**config.mk**
```make
export PLATFORM = sky130hd
export DESIGN_NAME = irqc_top
export DESIGN_NICKNAME = d
export VERILOG_FILES = /design/src/rtl/irqc_pkg.sv /design/src/rtl/irqc_sync.sv /design/src/rtl/irqc_capture.sv /design/src/rtl/irqc_prio.sv /design/src/rtl/irqc_top.sv
export SDC_FILE = /design/constraint.sdc
export NUM_CORES = 1
export LEC_CHECK = 0
export ABC_AREA = 1
export BUFFER_PORTS_ARGS = -buffer_cell sky130_fd_sc_hd__buf_2
export CAP_MARGIN = 20
export CELL_PAD_IN_SITES_DETAIL_PLACEMENT = 1
export CELL_PAD_IN_SITES_GLOBAL_PLACEMENT = 1
export CORE_ASPECT_RATIO = 2
export CORE_MARGIN = 3
export CORE_UTILIZATION = 36
export CTS_CLUSTER_DIAMETER = 60
export DETAILED_ROUTE_END_ITERATION = 12
export GPL_TIMING_DRIVEN = 0
export HOLD_SLACK_MARGIN = 0.05
export PLACE_DENSITY = 0.82
export SETUP_SLACK_MARGIN = 0.15
export SKIP_CTS_REPAIR_TIMING = 1
export SYNTH_ARGS = -nofsm -noshare
export SYNTH_HDL_FRONTEND = slang
export SYNTH_SLANG_ARGS = --single-unit
export TNS_END_PERCENT = 20
```
**constraint.sdc**
```tcl
create_clock -name clk -period 1.9 [get_ports clk]
set_clock_uncertainty 0.2 [all_clocks]
set_input_delay 0.095 -clock clk [delete_from_list [all_inputs] [get_ports clk]]
set_output_delay 0.095 -clock clk [all_outputs]
set_load 0.01 [all_outputs]
```
**src/rtl/irqc_pkg.sv**
```systemverilog
// Package: shared constants for the interrupt controller.
// Assumes word addressing with a 4-bit address; offsets 8..15 are unmapped.
package irqc_pkg;
    localparam int ADDR_W = 4;

    typedef enum logic [ADDR_W-1:0] {
        OFS_STATUS  = 4'd0,
        OFS_PENDING = 4'd1,
        OFS_ENABLE  = 4'd2,
        OFS_ACK     = 4'd3,
        OFS_SET_EN  = 4'd4,
        OFS_CLR_EN  = 4'd5,
        OFS_VECTOR  = 4'd6,
        OFS_MASTER  = 4'd7
    } reg_ofs_e;

    // master register bit positions
    localparam int MST_OUT_BIT = 0;
    localparam int MST_CAP_BIT = 1;
endpackage

```
**src/rtl/irqc_sync.sv**
```systemverilog
// Module: multi-stage synchronizer for a bus of asynchronous request lines.
// Assumes each bit is independent (no bus coherency needed); resets to zero.
module irqc_sync #(
    parameter int WIDTH  = 32,
    parameter int STAGES = 2
) (
    input  logic             clk,
    input  logic             rst_n,
    input  logic [WIDTH-1:0] d_in,
    output logic [WIDTH-1:0] d_out
);
    logic [WIDTH-1:0] chain [STAGES];

    genvar g;
    generate
        for (g = 0; g < STAGES; g++) begin : g_stage
            // one flop stage of the synchronizer chain
            always_ff @(posedge clk) begin
                if (!rst_n) chain[g] <= '0;
                else if (g == 0) chain[g] <= d_in;
                else chain[g] <= chain[(g == 0) ? 0 : g-1];
            end
        end
    endgenerate

    assign d_out = chain[STAGES-1];
endmodule

```
**src/rtl/irqc_capture.sv**
```systemverilog
// Module: turns synchronized lines into per-source capture requests.
// Edge sources request on a rising level (current AND NOT previous);
// level sources request whenever the line is high. Capture gating is done
// by the caller.
module irqc_capture #(
    parameter int          N_SRC     = 32,
    parameter logic [N_SRC-1:0] EDGE_MASK = '0
) (
    input  logic             clk,
    input  logic             rst_n,
    input  logic [N_SRC-1:0] lvl,
    output logic [N_SRC-1:0] req
);
    logic [N_SRC-1:0] prev_q;

    // remember the previous synchronized level for edge detection
    always_ff @(posedge clk) begin
        if (!rst_n) prev_q <= '0;
        else prev_q <= lvl;
    end

    genvar g;
    generate
        for (g = 0; g < N_SRC; g++) begin : g_src
            if (EDGE_MASK[g]) begin : g_edge
                assign req[g] = lvl[g] & ~prev_q[g];
            end else begin : g_level
                assign req[g] = lvl[g];
            end
        end
    endgenerate
endmodule

```
**src/rtl/irqc_prio.sv**
```systemverilog
// Module: fixed-priority encoder, lowest index wins.
// Produces the winning index and a flag; index is zero when none pending.
module irqc_prio #(
    parameter int N_SRC = 32,
    localparam int IDX_W = (N_SRC > 1) ? $clog2(N_SRC) : 1
) (
    input  logic [N_SRC-1:0] pend,
    output logic             any,
    output logic [IDX_W-1:0] idx
);
    // scan from the top so the lowest set bit is assigned last
    always_comb begin
        idx = '0;
        for (int i = N_SRC-1; i >= 0; i--) begin
            if (pend[i]) idx = IDX_W'(i);
        end
    end

    assign any = |pend;
endmodule

```
**src/rtl/irqc_top.sv**
```systemverilog
// Module: interrupt controller top. Holds status, enable and master registers,
// decodes the word-addressed access port and drives the processor request.
// Assumes N_SRC <= DATA_W; reads are side-effect free and combinational.
module irqc_top
    import irqc_pkg::*;
#(
    parameter int               N_SRC       = 32,
    parameter int               DATA_W      = 32,
    parameter int               SYNC_STAGES = 2,
    parameter logic [N_SRC-1:0] EDGE_MASK   = 32'hFFFF_0000
) (
    input  logic              clk,
    input  logic              rst_n,
    input  logic [N_SRC-1:0]  irq_in,
    input  logic              bus_valid,
    input  logic              bus_write,
    input  logic [ADDR_W-1:0] bus_addr,
    input  logic [DATA_W-1:0] bus_wdata,
    output logic [DATA_W-1:0] bus_rdata,
    output logic              irq_out
);
    localparam int IDX_W = (N_SRC > 1) ? $clog2(N_SRC) : 1;

    logic [N_SRC-1:0] sync_lvl;
    logic [N_SRC-1:0] cap_req;
    logic [N_SRC-1:0] status_q, status_d;
    logic [N_SRC-1:0] enable_q, enable_d;
    logic [1:0]       master_q, master_d;
    logic [N_SRC-1:0] pending;
    logic             any_pend;
    logic [IDX_W-1:0] win_idx;
    logic [N_SRC-1:0] wdata_src;
    logic             wr_en;

    irqc_sync #(.WIDTH(N_SRC), .STAGES(SYNC_STAGES)) u_sync (
        .clk   (clk),
        .rst_n (rst_n),
        .d_in  (irq_in),
        .d_out (sync_lvl)
    );

    irqc_capture #(.N_SRC(N_SRC), .EDGE_MASK(EDGE_MASK)) u_cap (
        .clk   (clk),
        .rst_n (rst_n),
        .lvl   (sync_lvl),
        .req   (cap_req)
    );

    assign pending = status_q & enable_q;

    irqc_prio #(.N_SRC(N_SRC)) u_prio (
        .pend (pending),
        .any  (any_pend),
        .idx  (win_idx)
    );

    assign wr_en     = bus_valid && bus_write;
    assign wdata_src = bus_wdata[N_SRC-1:0];

    // next-state of status: software write effects first, then hardware capture
    always_comb begin
        status_d = status_q;
        if (wr_en && bus_addr == OFS_ACK)
            status_d = status_q & ~wdata_src;
        if (wr_en && bus_addr == OFS_STATUS && !master_q[MST_CAP_BIT])
            status_d = wdata_src;
        if (master_q[MST_CAP_BIT])
            status_d = status_d | cap_req;
    end

    // next-state of enable: direct, set-only and clear-only writes
    always_comb begin
        enable_d = enable_q;
        if (wr_en) begin
            case (bus_addr)
                OFS_ENABLE: enable_d = wdata_src;
                OFS_SET_EN: enable_d = enable_q | wdata_src;
                OFS_CLR_EN: enable_d = enable_q & ~wdata_src;
                default:    enable_d = enable_q;
            endcase
        end
    end

    // next-state of master: only the two low bits are kept
    always_comb begin
        master_d = master_q;
        if (wr_en && bus_addr == OFS_MASTER) master_d = bus_wdata[1:0];
    end

    // state registers
    always_ff @(posedge clk) begin
        if (!rst_n) begin
            status_q <= '0;
            enable_q <= '0;
            master_q <= '0;
        end else begin
            status_q <= status_d;
            enable_q <= enable_d;
            master_q <= master_d;
        end
    end

    // read mux; write-only and unmapped words read zero
    always_comb begin
        bus_rdata = '0;
        case (bus_addr)
            OFS_STATUS:  bus_rdata = DATA_W'(status_q);
            OFS_PENDING: bus_rdata = DATA_W'(pending);
            OFS_ENABLE:  bus_rdata = DATA_W'(enable_q);
            OFS_VECTOR:  bus_rdata = any_pend ? DATA_W'(win_idx) : '1;
            OFS_MASTER:  bus_rdata = DATA_W'(master_q);
            default:     bus_rdata = '0;
        endcase
    end

    assign irq_out = master_q[MST_OUT_BIT] && any_pend;
endmodule

```
==> qor.yml <==
ys_ff_latch: 146
ant_nets: 0
clk_latency_ns: 0.43
diodes: 0
rows: 68
start_util_pct: 37.2
crit_required_ns: 1.60
nFillCells: 2200
end_kind: "output pin"
synth_top_area_cell: "dfxtp_1"
area_growth_pct: 38.9
first_global_vias: 6833
design.die.area_sq_um: 19800
h-tree-depth: 4
irDropWorstVdd_mv: 0.953
hold_ws_ns: 0.0480
path_class: "flop to output pin"
drive_above_1_share_pct: 22.7
report.final.slew_viol_count: 0
period_share_pct: 166
avgViaCountPerCell: 5.20
status: "finished, violations left"
hp-class: "input port to flop"
critPathSlowestCell: "dfxtp_2"
crit_top_cell: "nand2_1"
rsz0062_at_grt: "true"
drt_wl_total_mm: 24.1
avgRoutedWirePerCell_um: 17.7
synth_area_sq_um: 6490
synthTopCellsByArea: "dfxtp_1, nand2_1, inv_1"
synthesis.nets: 1003
grt.total_usage_pct: 21.9
clock_sinks: 146
setup_ws_ns: -1.25
die_x_um: 101
dp_hpwl_mm: 16.4
max_freq_ghz: 0.318
antenna_found_initial: 0
async_reset_ff_share_pct: 0
drt_first_pass_iters: 6
ys_types: 23
synthCells: 931
setup_viol: 64
multi_input_area_sq_um: 2890
nNetsFinal: 1214
synth_enable_flop_cells: 0
violations: "setup timing"
synth_top_flop_cell: "dfxtp_1"
yosysWarnings: 0
startpoint_type: "flop"
hold_violations: 0
slew_headroom_pct: 53.1
grt.overflow.total: 0
tightestPinTransition_ns: 0.704
place_ws_ns: -1.01
yosysMostFrequentCell: "nand2_1"
fin_total_pwr_uw: 7120
crit_arrival_ns: 2.85
path_max_fanout: 3
portBuffers: 103
numCtsBuffers: 17
cts_tree: "done"
period_needed_ns: 3.15
cap_viol_max_count: 0
grt_pass1_wl_mm: 33.4
synth-seq-area-share_pct: 45.0
synthTopCellsByCount: "nand2_1, inv_1, dfxtp_1, a21oi_1, nor2_1"
slowest_delay_ns: 0.33
synth.avg_cell_area_sq_um: 6.98
grt_max_degree: 17
regArea_sq_um: 2960
p_leak_uw: 0.00476
clk_pin_slew_ns: 0.06
synth_top_area_share_pct: 45.0
drtIter0Drc: 270
top_level_ports: 105
place.gp.congestion: 0.850
fp.dieH_um: 196
powerDensity_nw_per_um2: 789
post-route-drc-count: 0
clockBufferDepth: 2
routed-via-count: 7100
core_area_sq_um: 17400
cts_root_buf: "clkbuf_16"
==> cell families after synthesis <==
| logic type | share of synthesized area, % |
|---|---|
| buffers and inverters | 13.9 |
| and+or+nand+nor | 22.2 |
| AOI/OAI and AO/OA | 18.9 |
| DFF | 45.0 |
==> worst paths after layout <==
check / from / to / slack, ns / cells after the start
setup / recovery: status_q[31] / bus_rdata[0] / -1.25 / 35
hold / removal: bus_write / enable_q[1] / 0.05 / 6
setup reg to reg: master_q[1] / status_q[28] / -0.59 / 7
hold reg to reg: u_sync.chain[0][21] / u_sync.chain[1][21] / 0.21 / 2
==> cells in the final DEF, fill, tap and decap left out, types with 19 or more instances in the layout <==
cell	count
nand2_1	202
nor2_1	52
dfxtp_2	26
nand2_4	19
clkbuf_1	38
buf_2	99
a31oi_1	33
dlygate4sd3_1	70
o22ai_1	60
o211ai_1	32
dfxtp_1	118
nand2_2	37
inv_1	187
a21oi_1	64
==> flip-flops by register name (all words and copies together), names as in the netlist <==
| signal | cells |
|---|---|
| status_q | 32 |
| master_q | 2 |
| u_cap.prev_q | 16 |
| enable_q | 32 |
| u_sync.chain | 64 |
==> layer usage <==
layer	wire length [um]	global-route usage [%]	share of wire, %	vias up
met5	0	0	0	-
met4	1270	11.0	5.2	0
met3	1030	3.52	4.2	79
met2	13200	42.8	55	232
met1	8650	21.2	36	3407
li1	-	-	-	3382
==> stage by stage <==
stage / TNS, ns / cells / cell area (sq um) / utilization, %
after floorplan: -0.201 / 931 / 6500 / -
after global placement: -47.04 / 1244 / 7280 / 41.7
after detailed placement: -50.16 / 1244 / 7280 / 41.7
after CTS: -58.55 / 1276 / 7860 / 45.1
after global routing: -32.70 / 1365 / 9020 / 51.7
final: -25.98 / 1365 / 9020 / 51.7
==> critical path, delay by kind of cell (launching register included) <==
family                 cells  cell delay, ns
DFF                        1            0.33
buffers and inverters      2            0.14
and+or+nand+nor           33            1.94
==> final cells by class <==
class                      instances  area share [%]
sequential                       146            32.8
inverter                         192            7.99
tap                              210            2.91
buffer                            49            2.39
clock inverter                    12            1.33
multi-input combinational        544            32.0
timing repair buffer             192            15.4
clock buffer                      20            5.17
==> report_power, final <==
part           switching, uW  total (uW)  internal (uW)
clock network           1410        3350           1930
logic                    331         582            251
registers               41.8        3190           3150
total                   1790        7120           5330
Note: power is estimated with default switching activity, not from simulation.
